### config.mk
export PLATFORM = sky130hd
export DESIGN_NAME = chain_adc_port
export DESIGN_NICKNAME = d
export VERILOG_FILES = /design/src/rtl/chain_pkg.sv /design/src/rtl/chain_pin_sync.sv /design/src/rtl/chain_conv_timer.sv /design/src/rtl/chain_shifter.sv /design/src/rtl/chain_adc_port.sv
export SDC_FILE = /design/constraint.sdc
export NUM_CORES = 1
export LEC_CHECK = 0
export CORE_ASPECT_RATIO = 1.25
export CORE_MARGIN = 1
export CORE_UTILIZATION = 53
export DETAILED_ROUTE_END_ITERATION = 8
export HOLD_SLACK_MARGIN = 0.1
export PLACE_DENSITY_LB_ADDON = 0.08
export RECOVER_POWER = 50
export SLEW_MARGIN = 20
export SYNTH_ARGS = -nofsm -noshare
export SYNTH_HDL_FRONTEND = slang
export SYNTH_HIERARCHICAL = 1
export SYNTH_SLANG_ARGS = --single-unit
### constraint.sdc
create_clock -name clk -period 1.98 [get_ports clk]
set_input_delay 0.594 -clock clk [delete_from_list [all_inputs] [get_ports clk]]
set_output_delay 0.594 -clock clk [all_outputs]
set_load 0.01 [all_outputs]
### src/rtl/chain_pkg.sv
package chain_pkg;
  typedef enum logic [1:0] {
    ST_IDLE = 2'd0,
    ST_CONV = 2'd1,
    ST_READ = 2'd2
  } port_state_e;
endpackage

### src/rtl/chain_pin_sync.sv
// Per-pin synchroniser with edge detection on the synchronised value.
module chain_pin_sync #(
  parameter int WIDTH  = 3,
  parameter int STAGES = 2
) (
  input  logic             clk,
  input  logic             rst_n,
  input  logic [WIDTH-1:0] pin_i,
  output logic [WIDTH-1:0] lvl_o,
  output logic [WIDTH-1:0] rise_o,
  output logic [WIDTH-1:0] fall_o
);
  for (genvar b = 0; b < WIDTH; b++) begin : g_pin
    logic [STAGES-1:0] sync_q;
    logic              prev_q;
    always_ff @(posedge clk or negedge rst_n) begin
      if (!rst_n) begin
        sync_q <= '0;
        prev_q <= 1'b0;
      end else begin
        sync_q <= {sync_q[STAGES-2:0], pin_i[b]};
        prev_q <= sync_q[STAGES-1];
      end
    end
    assign lvl_o[b]  = sync_q[STAGES-1];
    assign rise_o[b] = sync_q[STAGES-1] & ~prev_q;
    assign fall_o[b] = ~sync_q[STAGES-1] & prev_q;
  end
endmodule

### src/rtl/chain_conv_timer.sv
// Fixed-length conversion timer with abort.
module chain_conv_timer #(
  parameter int CYCLES = 40
) (
  input  logic clk,
  input  logic rst_n,
  input  logic start_i,
  input  logic abort_i,
  output logic done_o
);
  localparam int CW = $clog2(CYCLES + 1);
  localparam logic [CW-1:0] LAST = CW'(CYCLES - 1);

  logic          busy_q, busy_d;
  logic [CW-1:0] cnt_q, cnt_d;

  assign done_o = busy_q && (cnt_q == LAST);

  always_comb begin
    busy_d = busy_q;
    cnt_d  = cnt_q;
    if (abort_i) begin
      busy_d = 1'b0;
      cnt_d  = '0;
    end else if (start_i) begin
      busy_d = 1'b1;
      cnt_d  = '0;
    end else if (done_o) begin
      busy_d = 1'b0;
    end else if (busy_q) begin
      cnt_d = cnt_q + 1'b1;
    end
  end

  always_ff @(posedge clk or negedge rst_n) begin
    if (!rst_n) begin
      busy_q <= 1'b0;
      cnt_q  <= '0;
    end else begin
      busy_q <= busy_d;
      cnt_q  <= cnt_d;
    end
  end

  assert_start_R4: assert property (@(posedge clk) disable iff (!rst_n)
    (start_i && !abort_i) |=> (busy_q && cnt_q == '0));
  assert_done_R4: assert property (@(posedge clk) disable iff (!rst_n)
    (done_o && !abort_i && !start_i) |=> !busy_q);
endmodule

### src/rtl/chain_shifter.sv
// Result register: parallel load, serial shift toward the MSB.
module chain_shifter #(
  parameter int WIDTH = 16
) (
  input  logic             clk,
  input  logic             rst_n,
  input  logic             load_i,
  input  logic [WIDTH-1:0] load_data_i,
  input  logic             shift_i,
  input  logic             ser_i,
  output logic             msb_o
);
  logic [WIDTH-1:0] sr_q, sr_d;

  always_comb begin
    sr_d = sr_q;
    if (load_i)       sr_d = load_data_i;
    else if (shift_i) sr_d = {sr_q[WIDTH-2:0], ser_i};
  end

  always_ff @(posedge clk or negedge rst_n) begin
    if (!rst_n) sr_q <= '0;
    else        sr_q <= sr_d;
  end

  assign msb_o = sr_q[WIDTH-1];

  assert_load_R6: assert property (@(posedge clk) disable iff (!rst_n)
    load_i |=> (sr_q == $past(load_data_i)));
  assert_shift_R8: assert property (@(posedge clk) disable iff (!rst_n)
    (shift_i && !load_i) |=> (sr_q[0] == $past(ser_i) && sr_q[WIDTH-1:1] == $past(sr_q[WIDTH-2:0])));
endmodule

### src/rtl/chain_adc_port.sv
module chain_adc_port
  import chain_pkg::*;
#(
  parameter int DATA_W      = 16,
  parameter int CONV_CYCLES = 40,
  parameter int SYNC_STAGES = 2
) (
  input  logic              clk,
  input  logic              rst_n,
  input  logic              cnv_i,
  input  logic              sck_i,
  input  logic              sdi_i,
  input  logic [DATA_W-1:0] sample_i,
  output logic              sdo_o
);
  localparam int PIN_CNV = 0;
  localparam int PIN_SCK = 1;
  localparam int PIN_SDI = 2;
  localparam int NPINS   = 3;

  logic [NPINS-1:0] lvl, rise, fall;
  logic cnv_lvl, cnv_rise, cnv_fall, sck_lvl, sck_fall, sdi_lvl;

  chain_pin_sync #(.WIDTH(NPINS), .STAGES(SYNC_STAGES)) u_sync (
    .clk   (clk),
    .rst_n (rst_n),
    .pin_i ({sdi_i, sck_i, cnv_i}),
    .lvl_o (lvl),
    .rise_o(rise),
    .fall_o(fall)
  );

  assign cnv_lvl  = lvl[PIN_CNV];
  assign cnv_rise = rise[PIN_CNV];
  assign cnv_fall = fall[PIN_CNV];
  assign sck_lvl  = lvl[PIN_SCK];
  assign sck_fall = fall[PIN_SCK];
  assign sdi_lvl  = lvl[PIN_SDI];

  port_state_e st_q, st_d;
  logic chain_q, chain_d;
  logic arm_q, arm_d;
  logic tmr_start, tmr_abort, tmr_done;
  logic sh_load, sh_shift, sh_msb;

  chain_conv_timer #(.CYCLES(CONV_CYCLES)) u_timer (
    .clk    (clk),
    .rst_n  (rst_n),
    .start_i(tmr_start),
    .abort_i(tmr_abort),
    .done_o (tmr_done)
  );

  chain_shifter #(.WIDTH(DATA_W)) u_shift (
    .clk        (clk),
    .rst_n      (rst_n),
    .load_i     (sh_load),
    .load_data_i(sample_i),
    .shift_i    (sh_shift),
    .ser_i      (sdi_lvl),
    .msb_o      (sh_msb)
  );

  always_comb begin
    st_d      = st_q;
    chain_d   = chain_q;
    arm_d     = arm_q;
    tmr_start = 1'b0;
    tmr_abort = 1'b0;
    sh_load   = 1'b0;
    sh_shift  = 1'b0;
    if (cnv_fall) begin
      st_d      = ST_IDLE;
      chain_d   = 1'b0;
      arm_d     = 1'b0;
      tmr_abort = 1'b1;
    end else begin
      unique case (st_q)
        ST_IDLE: if (cnv_rise && sck_lvl) begin
          st_d      = ST_CONV;
          chain_d   = 1'b1;
          tmr_start = 1'b1;
        end
        ST_CONV: if (tmr_done) begin
          st_d    = ST_READ;
          sh_load = 1'b1;
          arm_d   = 1'b1;
        end
        ST_READ: if (sck_fall) begin
          if (arm_q) arm_d    = 1'b0;
          else       sh_shift = 1'b1;
        end
        default: st_d = ST_IDLE;
      endcase
    end
  end

  always_ff @(posedge clk or negedge rst_n) begin
    if (!rst_n) begin
      st_q    <= ST_IDLE;
      chain_q <= 1'b0;
      arm_q   <= 1'b0;
    end else begin
      st_q    <= st_d;
      chain_q <= chain_d;
      arm_q   <= arm_d;
    end
  end

  assign sdo_o = (st_q == ST_READ && chain_q) ? (arm_q ? sdi_lvl : sh_msb) : 1'b0;

  assert_low_idle_R1: assert property (@(posedge clk) disable iff (!rst_n)
    (!cnv_lvl && !sdi_lvl) |=> !sdo_o);
  assert_chain_start_R2: assert property (@(posedge clk) disable iff (!rst_n)
    (st_q == ST_IDLE && cnv_rise && sck_lvl) |=> (st_q == ST_CONV && chain_q));
  assert_no_start_R3: assert property (@(posedge clk) disable iff (!rst_n)
    (st_q == ST_IDLE && cnv_rise && !sck_lvl) |=> (st_q == ST_IDLE));
  assert_conv_quiet_R9: assert property (@(posedge clk) disable iff (!rst_n)
    (st_q == ST_CONV && !cnv_fall && !tmr_done) |=> (st_q == ST_CONV && !sdo_o));
  assert_fall_idle_R10: assert property (@(posedge clk) disable iff (!rst_n)
    cnv_fall |=> (st_q == ST_IDLE && !chain_q && !sdo_o));
endmodule

# --- Yosys cells after proc, flatten, opt, wreduce, memory -nomap -nowiden ---
# Cells that the tools add are included.
totals:
  register_bits: 35
  input_bits: 21
  output_inout_bits: 1
  wordCells: 73
classes:
  addsub: 1
  eq_ne: 8
  muxes: 33
  n_bitwise: 6
  n_reduce_logical: 14
ops:
  columns: ["operator", "count"]
  rows:
  - ["16-bit two-way mux", 2]
  - ["6-bit two-way mux", 4]
  - ["1-bit two-way mux", 22]
  - ["3-bit inequality test (second input constant)", 4]
  - ["3-bit nonzero test", 3]
  - ["6-bit by 1-bit adder with 6-bit output (second input constant)", 1]
  - ["6-bit equality test (second input constant)", 1]
  - ["2-bit two-way mux", 3]
  - ["2-bit case mux with 3 select lines", 1]
  - ["3-bit AND reduction", 2]
  - ["2-bit nonzero test", 3]
  - ["2-bit AND reduction", 2]
  - ["1-bit AND", 3]
  - ["1-bit logical AND", 3]
  - ["1-bit inverter", 3]
  - ["2-bit by 1-bit equality test with 1-bit output (second input constant)", 1]
  - ["2-bit equality test (second input constant)", 1]
  - ["2-bit zero test", 1]
  - ["2-bit inequality test (second input constant)", 1]
  - ["1-bit case mux with 2 select lines", 1]

# --- Depth between registers and ports, before layout ---
# Gate-level depths: netlist of run 1.
logic_depth:
  depth_word: 8
  mapped_depth: 8
  ltp_nobuf: 7

# --- Cells and area by module ---
# The synthesis of run 1 kept the hierarchy.
by_module_without_submodules:
  columns: ["mod", "n_inst", "cells_per_inst", "area_per_inst_um2", "seq_area_each_um2"]
  rows:
  - ["chain_shifter", 1, 69, 744.5, 400.4]
  - ["chain_conv_timer", 1, 37, 374.1, 175.2]
  - ["chain_pin_sync", 1, 18, 285.3, 225.2]
  - ["chain_adc_port", 1, 23, 232.7, 100.1]

# --- Worst setup path before layout of run 1 ---
# Ideal clock, no wire load.
synth_path:
  path_type: "reg-to-reg"
  start: "register u_timer.cnt_q[0]"
  end: "register u_shift.sr_q[0]"
  setup_ns: 0.135
  arrival_ns: 1.641
  path_slack_ns: 0.204
  path_stages_with_launch: 8
  synth_period_minus_slack_ns: 1.776
  cell_sequence: "dfrtp_1 -> ha_1 -> and3_2 -> and2_1 -> nand2_1 -> nor3_1 -> clkbuf_1 -> o21ai_0"
synth_between:
  elab_chain_len: 6
  elab_cells_between_ends: 7
  classes_between: "eq/ne (1); mux (4); reduce/logical (2)"
synth_rtl:
  columns: ["element", "line_no", "rtl"]
  rows:
  - ["start, declared", "chain_conv_timer.sv:15", "logic [CW-1:0] cnt_q, cnt_d;"]
  - ["start signal, assigned", "chain_conv_timer.sv:41", "cnt_q <= cnt_d;"]
  - ["6-bit equality test *", "chain_conv_timer.sv:17", "assign done_o = busy_q && (cnt_q == LAST);"]
  - ["1-bit logical AND *", "chain_conv_timer.sv:17", null]
  - ["net tmr_done", "chain_adc_port.sv:43", "logic tmr_start, tmr_abort, tmr_done;"]
  - ["1-bit two-way mux *", "chain_adc_port.sv:84", "ST_CONV: if (tmr_done) begin"]
  - ["1-bit two-way mux *", "chain_adc_port.sv:78", "unique case (st_q)"]
  - ["1-bit two-way mux *", "chain_adc_port.sv:72", "if (cnv_fall) begin"]
  - ["net sh_load", "chain_adc_port.sv:44", "logic sh_load, sh_shift, sh_msb;"]
  - ["16-bit two-way mux or 2-bit nonzero test (tied branches)", null, null]
  - ["end signal, assigned", "chain_shifter.sv:23", "else sr_q <= sr_d;"]
  - ["end, declared", "chain_shifter.sv:13", "logic [WIDTH-1:0] sr_q, sr_d;"]
# Mark *: on every way through the listed nets, which the timed path passes. The rest lies on a longest branch.
# A chain may end at the register's enable or synchronous reset.

# --- Final worst setup path of run 1 ---
layout_path:
  start: "register st_q[0]"
  end: "output sdo_o"
layout_between:
  elab_chain_len: 3
layout_rtl:
  columns: ["element", "line_no", "rtl"]
  rows:
  - ["start, declared", "chain_adc_port.sv:40", "port_state_e st_q, st_d;"]
  - ["start signal, assigned", "chain_adc_port.sv:104", "st_q <= st_d;"]
  - ["2-bit equality test", "chain_adc_port.sv:110", "assign sdo_o = (st_q == ST_READ && chain_q) ? (arm_q ? sdi_lvl : sh_msb) : 1'b0;"]
  - ["1-bit logical AND", "chain_adc_port.sv:110", null]
  - ["1-bit two-way mux", "chain_adc_port.sv:110", null]
  - ["end, declared", "chain_adc_port.sv:14", "output logic sdo_o"]
# No other way between the ends.

==> results of run 1 <==
-- final timing paths --
path / start / to / slack, ps / cells past startpoint
max: st_q[0] / sdo_o / 110 / 3
min: u_sync/g_pin[1].sync_q[0] / u_sync/g_pin[1].sync_q[1] / 360 / 0
max reg2reg: u_timer/cnt_q[0] / u_shift/sr_q[15] / 200 / 8
min reg2reg: u_sync/g_pin[1].sync_q[0] / u_sync/g_pin[1].sync_q[1] / 360 / 0
max in group asynchronous: rst_n / u_timer/cnt_q[5] / 580 / 2
min in group asynchronous: rst_n / u_timer/cnt_q[2] / 880 / 2
-- timing repair --
item	in CTS	in global routing
hold buffers	0	0
hold endpoints to repair	0	0
setup endpoints to repair	1	0
resized for setup	5	0
-- cell usage in the layout, fill, tap and decap left out, drive strengths merged, types with 2 or more instances in the layout --
master	count
o21ai	17
or3	2
mux2i	19
dlygate4sd3	4
a21oi	4
nor2b	3
nor2	3
and2	2
nand2	21
nand2b	3
inv	2
nor3	3
bufinv	2
clkbuf	6
nor3b	2
nand4	2
dfrtp	35
buf	7
nand3b	2
a211oi	2
clkdlybuf4s50	16
-- state kept, by name (all words and copies together) (netlist names) --
name,flops
u_shift/sr_q,16
u_sync/g_pin.sync_q,6
u_timer/cnt_q,6
st_q,2
u_sync/g_pin.prev_q,2
arm_q,1
chain_q,1
u_timer/busy_q,1
-- worst max-delay path: stages, from the launching register on --
cell	delay, ps
dfrtp_1	390
nand2b_2	200
nor3b_1	180
buf_2	170
-- area by class of cell --
class,count,share of cell area (%)
clock buffer,5,1.926
clock inverter,3,3.466
inverter,2,0.3851
multi-input combinational,97,33.38
sequential,35,44.93
tap,34,2.182
timing repair buffer,28,13.74
-- layer usage --
layer | track usage, % | wire length, um
met2 | 33.72 | 1405
met5 | 0 | 0
met1 | 26.09 | 1156
met3 | 5.797 | 95
met4 | 8.333 | 53
-- power by group through the flow --
stage | Combinational, mW | Sequential [mW] | Clock [mW]
floorplan | 0.0500 | 0.773 | 0
global placement | 0.115 | 0.775 | 0
detailed placement | 0.119 | 0.777 | 0
CTS | 0.120 | 0.763 | 0.648
global route | 0.129 | 0.767 | 0.684
finish | 0.115 | 0.763 | 0.631
==> reports/qor.csv, run 1 <==
stage,metric,value,unit
status,status,finished clean,
floorplanning,initial_core_util,57.46,%
synthesis,synthesis.nets,164,
finish,drive_gt1_share,15.29,%
timing,slew_violations,0,
finish,final_util,70.66,%
timing,rsz0062_at_grt,no,
timing,tightest_slew,829.1,ps
routing,drtAntennaViolNets,0,
clock_tree,htreeDepth,2,
clock_tree,cts_buffers,5,
pwr,p_per_area,774.2,nW/um^2
global_routing,track_usage,20.91,%
pwr,leakage,0.7331,nW
place,dp_hpwl,1914,um
floorplanning,coreArea,2759,sq um
synthesis,synth_warnings,6,
timing,fmax,534.2,MHz
clock_tree,post_cts_buffers,0,
critical_path,critPathCaptureType,output pin,
synthesis,synth_area,1585,sq um
pwr,power.internal,1.199,mW
finish,final_area,1949,sq um
pwr,combPwrFrac,7.6,%
global_routing,antenna_found_initial,0,
pwr,p_sw_share,20.58,%
place,place_area,1852,sq um
pwr,p_sw,310.5,uW
finish,num-fill-cells,208,
pwr,finalPower,1.509,mW
place,port_buffers,21,
timing,slew_headroom,44.72,%
place,gp_congestion,0.7823,
synthesis,synthCells,142,
floorplanning,core.rowCount,21,
clock_tree,cts.sinks,35,
clock_tree,cts_tree,yes,
min_path,min_path_type,reg -> reg,
finish,antenna_cells,0,
critical_path,cp-start-kind,flop,
pwr,clock_power_share,41.8,%
routing,viasPerCell,5.402,
finish,regArea,875.8,sq um
place,place_ws,62.74,ps
pwr,ir_drop,0.0008039,V
pwr,seq_power_share,50.6,%
timing,fin_skew,8.444,ps
synthesis,syn_avg_cell_area,11.16,sq um
critical_path,required,1390,ps
timing,layout_min_cycle_time,1872,ps
place,dpl.cell_count,196,
timing,fin_tns_setup,0,ps
routing,dr.pass1.iters,4,
clock_tree,path_clk_slew,110,ps
floorplanning,die_y,63.15,um
routing,drc,0,
timing,hold_slack,359.8,ps
global_routing,grt_overflow,0,
timing,fin_ws,107.9,ps
global_routing,grt_max_degree,36,
routing,num_vias,1102,
finish,syn2layout_area_growth,22.97,%
floorplanning,pin_count,22,
floorplanning,die_width,50.92,um
clock_tree,clockBufferDepth,2,
floorplanning,dieArea,3215,sq um
critical_path,cp_max_fo,3,
run,maxCapViolCount,0,
routing,routed_wl,2710,um
global_routing,first_global_vias,1071,
timing,setup_viol,0,
critical_path,crit_type,reg -> out,
critical_path,cp.arrival,1280,ps
routing,drt_iter0_drc,43,
global_routing,grt_first_pass_wirelength,4905,um
routing,detail_route.wl_per_cell,13.28,um
timing,finalCritPeriodShare,94.55,%
finish,num-nets-final,191,
clock_tree,cts_root_buf,clkbuf_4,
timing,hold_viol,0,
finish,stdcell_count,204,
clock_tree,clk_latency,340,ps
finish,multi_input_area,650.6,sq um
Note: power is estimated with default switching activity, not from simulation.
==> inputs of run 2 (changes only) <==
--- a/config.mk
+++ b/config.mk
@@ -9,4 +9,5 @@
 export CORE_MARGIN = 1
-export CORE_UTILIZATION = 53
+export CORE_UTILIZATION = 55
 export DETAILED_ROUTE_END_ITERATION = 8
+export DONT_BUFFER_PORTS = 1
 export HOLD_SLACK_MARGIN = 0.1
--- a/constraint.sdc
+++ b/constraint.sdc
@@ -3,2 +3,2 @@
 set_output_delay 0.594 -clock clk [all_outputs]
-set_load 0.01 [all_outputs]
+set_load 0.05 [all_outputs]
==> run 2 against run 1 <==
  * Cell count fell by 9.8%
  * Clock power fell by 31%
  * Sequential power barely moved
  * Combinational power fell by 30%
  * Largest cell class unchanged
  * Largest power group unchanged
==> reports/qor.csv, run 2 (synthesis results as in run 1) <==
stage,metric,value,unit
routing,drt_iter0_drc,9,
place,gp_congestion,0.7854,
min_path,min_path_type,in -> reg,
global_routing,grt_max_degree,36,
timing,slew_headroom,44.22,%
floorplanning,pin_count,22,
finish,final_cell_mix,"dfrtp_1 (33), nand2_1 (21), mux2i_1 (19)",
status,status,finished clean,
finish,num-nets-final,171,
pwr,p_per_area,731.1,nW/um^2
pwr,p_sw,291.4,uW
global_routing,first_global_vias,1010,
timing,rsz0062_at_grt,no,
global_routing,antenna_found_initial,0,
timing,finalCritPeriodShare,96.02,%
routing,dr.pass1.iters,4,
critical_path,max_stage_delay,440,ps
routing,drc,0,
pwr,combPwrFrac,6.3,%
routing,detail_route.wl_per_cell,13.80,um
global_routing,track_usage,18.86,%
finish,num-fill-cells,230,
clock_tree,cts_tree,yes,
critical_path,cp_cell_sequence,mux2i_1 > nor3b_2 > buf_6,
floorplanning,die_y,62.03,um
floorplanning,core.rowCount,21,
routing,drtAntennaViolNets,0,
finish,syn2layout_area_growth,10.18,%
timing,tightest_slew,836.7,ps
finish,multi_input_area,660.6,sq um
timing,fmax,526.0,MHz
clock_tree,cts.sinks,35,
critical_path,crit_type,reg -> out,
finish,regMostFlops,u_shift/sr_q,
critical_path,cp_num_buf_inv,1,
clock_tree,cts_root_buf,clkbuf_4,
floorplanning,initial_core_util,58.58,%
clock_tree,cts_buffers,5,
finish,regArea,878.3,sq um
timing,setup_viol,0,
floorplanning,coreArea,2706,sq um
clock_tree,htreeDepth,2,
pwr,p_sw_share,22.82,%
critical_path,cp_max_fo,3,
place,dpl.cell_count,172,
place,dp_hpwl,1728,um
global_routing,grt_overflow,0,
finish,final_common_cell,dfrtp_1,
pwr,power.internal,985.6,uW
timing,slew_violations,0,
pwr,finalPower,1.277,mW
timing,layout_min_cycle_time,1901,ps
finish,antenna_cells,0,
floorplanning,dieArea,3102,sq um
finish,drive_gt1_share,18.00,%
critical_path,cp_slowest_cell,dfrtp_1,
routing,num_vias,1007,
pwr,leakage,0.6432,nW
clock_tree,clk_latency,330,ps
timing,hold_viol,0,
place,port_buffers,0,
clock_tree,path_clk_slew,110,ps
global_routing,grt_first_pass_wirelength,4167,um
run,maxCapViolCount,0,
critical_path,cp_top_family,flip-flops,
finish,largest_reg_flops,16,
finish,stdcell_count,184,
timing,fin_skew,11.56,ps
pwr,clock_power_share,33.9,%
timing,fin_tns_setup,0,ps
critical_path,cp-start-kind,flop,
finish,largestRegisters,"u_shift/sr_q (16), u_sync/g_pin.sync_q (6), u_timer/cnt_q (6)",
critical_path,required,1390,ps
clock_tree,clockBufferDepth,2,
timing,hold_slack,290.6,ps
critical_path,critPathCaptureType,output pin,
routing,routed_wl,2539,um
pwr,ir_drop,0.0005811,V
critical_path,cp.arrival,1310,ps
floorplanning,die_width,50.02,um
pwr,seq_power_share,59.8,%
routing,viasPerCell,5.473,
run 2: changes by cell type in the layout (fill, tap and decap cells not counted), sizes merged:
cell,delta
buf,-1
clkinvlp,-1
clkdlybuf4s50,-16
clkbuf,+3
dlygate4sd3,-3
bufinv,-2
run 2: power groups by stage:
| stage | combinational (mW) | clock (mW) | sequential (mW) |
|---|---|---|---|
| final | 0.0801 | 0.433 | 0.764 |
| after global routing | 0.0919 | 0.479 | 0.768 |
| after CTS | 0.0847 | 0.451 | 0.764 |
| after detailed placement | 0.0573 | 0 | 0.780 |
| after global placement | 0.0544 | 0 | 0.777 |
| after floorplan | 0.0502 | 0 | 0.773 |
run 2: repair_timing:
action / CTS / global route
cloned: 0 / 0
setup endpoints to repair: 1 / 1
endpoints found under the hold margin: 35 / 0
pin swaps: 0 / 1
gates resized for setup: 2 / 2
hold buffers: 2 / 0
buffers inserted: 1 / 1
run 2: area by class of cell:
cell class / instances / area share (%)
well taps: 34 / 2.436
repair buffers: 8 / 5.086
multi-input cells: 97 / 37.82
flip-flops and latches: 35 / 50.29
inverters: 2 / 0.4298
clock buffers: 8 / 3.940
run 2: path summary, 6_finish.rpt:
path,start,end,slack [ps],cells past startpoint
worst max-delay path,arm_q,sdo_o,80,3
worst min-delay path,sck_i,u_sync/g_pin[1].sync_q[0],290,0
worst max register to register,u_timer/cnt_q[0],u_shift/sr_q[15],230,7
worst min register to register,u_sync/g_pin[0].sync_q[0],u_sync/g_pin[0].sync_q[1],350,0
max in group asynchronous,rst_n,st_q[0],520,2
min in group asynchronous,rst_n,u_timer/cnt_q[3],900,2
run 2: worst register-to-register path, cell delays in order (launching register included):
cell	delay, ps
dfrtp_1	410
ha_1	240
and3_2	200
and2_1	180
nand2_1	80
nor3_2	190
buf_12	200
o21ai_0	120
run 2: metal layers:
metal | global-route usage [%] | vias to the layer above | wire length (um) | share of wire, %
met2 | 32.19 | 19 | 1287 | 51
met3 | 7.299 | 6 | 101 | 4.0
met5 | 0 | - | 0 | 0
met1 | 20.60 | 473 | 1095 | 43
met4 | 9.796 | 0 | 54 | 2.1
li1 | - | 509 | - | -
run 2: per-stage QoR:
stage | area [sq um] | utilization, % | worst slack, ps
floorplan | 1590 | - | 117.2
global placement | 1637 | 60.47 | 330.1
detailed placement | 1637 | 60.47 | 255.8
CTS | 1748 | 64.59 | 3.612
global route | 1747 | 64.54 | 0.1021
finish | 1747 | 64.54 | 78.79
==> inputs of run 3 (changes only) <==
- PLACE_DENSITY: not set -> 0.84
- PLACE_DENSITY_LB_ADDON: 0.08 -> not set
- clock period: 1.98 -> 1.7 ns (I/O delays scaled with it)
==> run 3 against run 2 <==
  * The run now ends with negative setup slack left
  * Flip-flop and latch count unchanged
  * Hold slack lost 82 ps
  * Combinational power rose by 92%
  * Non-clock buffer count grew 18
  * Sequential share of layout area is 7.3 points lower
  * Die area did not move
  * Critical path type unchanged
  * Critical endpoint unchanged
==> reports/qor.csv, run 3 (synthesis results as in run 1) <==
stage,metric,value,unit
finish,num-nets-final,189,
clock_tree,clockBufferDepth,2,
global_routing,grt_max_degree,36,
place,gp_congestion,0.7711,
routing,dr.pass1.iters,4,
place,place_area,1702,sq um
status,violations,negative setup slack,
run,maxCapViolCount,0,
finish,stdcell_count,202,
routing,viasPerCell,5.767,
timing,slew_headroom,45.27,%
timing,hold_viol,0,
critical_path,cp-endpoint,sdo_o,
finish,final_common_cell,dfrtp_1,
clock_tree,cts_tree,yes,
clock_tree,clk_latency,330,ps
floorplanning,dieArea,3102,sq um
critical_path,r2r_slack,0,ps
place,dpl.cell_count,177,
global_routing,grt_overflow,0,
pwr,leakage,0.7887,nW
routing,drtAntennaViolNets,0,
critical_path,cp-start-kind,flop,
routing,num_vias,1165,
floorplanning,initial_core_util,58.58,%
critical_path,max_stage_delay,410,ps
pwr,p_per_area,818.8,nW/um^2
global_routing,grt_first_pass_wirelength,4457,um
finish,regMostFlops,u_shift/sr_q,
finish,largestRegisters,"u_shift/sr_q (16), u_sync/g_pin.sync_q (6), u_timer/cnt_q (6)",
floorplanning,die_y,62.03,um
routing,detail_route.wl_per_cell,17.02,um
critical_path,r2r-end,u_shift/sr_q[11],
timing,tightest_slew,821.0,ps
critical_path,cp_slowest_cell,dfrtp_1,
global_routing,track_usage,20.28,%
critical_path,cp_max_fo,2,
timing,rsz0062_at_grt,yes,
min_path,min_path_type,in -> reg,
routing,drt_iter0_drc,39,
critical_path,crit_type,reg -> out,
floorplanning,core.rowCount,21,
timing,fin_ws,-118.8,ps
timing,slew_violations,0,
routing,top_layer_used,met4,
timing,finalCritPeriodShare,107.0,%
clock_tree,htreeDepth,2,
critical_path,critPathCaptureType,output pin,
critical_path,reg2reg_depth,9,
critical_path,crit_path_start,arm_q,
finish,largest_reg_flops,16,
place,dp_hpwl,1989,um
place,port_buffers,0,
finish,final_area,2036,sq um
floorplanning,coreArea,2706,sq um
global_routing,antenna_found_initial,0,
critical_path,timing.rr.start,u_timer/cnt_q[1],
routing,dr_wl_met3,123,um
clock_tree,cts_buffers,5,
timing,setup_viol,1,
pwr,finalPower,1.667,mW
pwr,ir_drop,0.0006938,V
timing,layout_min_cycle_time,1819,ps
critical_path,required,1190,ps
finish,final_cell_mix,"dfrtp_1 (35), nand2_1 (18), mux2i_1 (17)",
routing,drc,0,
timing,fmax,549.8,MHz
clock_tree,path_clk_slew,90,ps
floorplanning,die_width,50.02,um
timing,fin_skew,13.43,ps
routing,wl_met2,1915,um
routing,wl_met1,1340,um
finish,syn2layout_area_growth,28.41,%
routing,routed_wl,3438,um
finish,drive_gt1_share,32.14,%
finish,antenna_cells,0,
timing,fin_tns_setup,-118.8,ps
clock_tree,cts_root_buf,clkbuf_4,
critical_path,cp.arrival,1310,ps
global_routing,first_global_vias,1034,
clock_tree,cts.sinks,35,
floorplanning,pin_count,22,
status,status,finished with violations,
critical_path,cp_cell_sequence,mux2i_2 > nor3b_4 > buf_12,
-- run 3: cell count changes in the layout (fill, tap and decap cells not counted), moves of 2 or more --
cell	delta
buf_4	+13
clkbuf_16	+3
dfrtp_1	+2
dfrtp_2	-2
mux2i_1	-2
nand2_1	-3
nand2_2	+2
o21ai_0	-5
o21ai_1	+4
-- run 3: report_power, final --
part / internal (mW) / switching, mW
Sequential: 0.863 / 0.0275
Combinational: 0.0792 / 0.0750
Clock: 0.348 / 0.275
-- run 3: cell type report --
type | count | area (sq um)
repair buffers | 26 | 292.8
clock inverters | 2 | 35.03
fillers | 162 | 670.6
clock buffers | 6 | 51.30
flip-flops and latches | 35 | 875.8
inverters | 2 | 7.507
well taps | 34 | 42.54
multi-input cells | 97 | 730.7
-- run 3: critical path: cells and delay by family, from the launching register on --
family        cells  cell delay [ps]
simple gates      1              230
buf+inv           1              170
flops             1              410
mux               1              180
-- run 3: worst min path at each step --
stage          startpoint                        end  slack (ps)  depth (start not counted)
5_1_grt             sdi_i  u_sync/g_pin[2].sync_q[0]         180                          0
6_report            cnv_i  u_sync/g_pin[0].sync_q[0]         210                          0
3_5_place_dp        rst_n             u_timer/busy_q         220                          0
3_3_place_gp        rst_n             u_timer/busy_q         220                          0
4_1_cts             cnv_i  u_sync/g_pin[0].sync_q[0]         190                          0
2_1_floorplan       rst_n                      arm_q         210                          0
-- run 3: metrics by stage --
| stage | util (%) | setup slack, ps | hold slack [ps] |
|---|---|---|---|
| 2_1_floorplan | - | 35.57 | 214.4 |
| 3_3_place_gp | 62.88 | 163.9 | 215.2 |
| 3_5_place_dp | 62.88 | 61.29 | 215.2 |
| 4_1_cts | 68.33 | -119.0 | 190.2 |
| 5_1_grt | 75.22 | -181.5 | 178.3 |
| 6_report | 75.22 | -118.8 | 208.9 |
-- run 3: what timing repair did --
action,4_1_cts,5_1_grt
endpoints found under the setup margin,1,19
pin swaps,1,5
hold buffers,2,0
gates resized for setup,2,19
setup buffers,3,9
cloned,0,4
endpoints found under the hold margin,35,0
-- run 3: routing by layer --
layer	track usage, %	up-vias
li1	-	543
met1	20.54	576
met2	37.90	38
met3	6.813	8
met4	9.388	0
met5	0	-
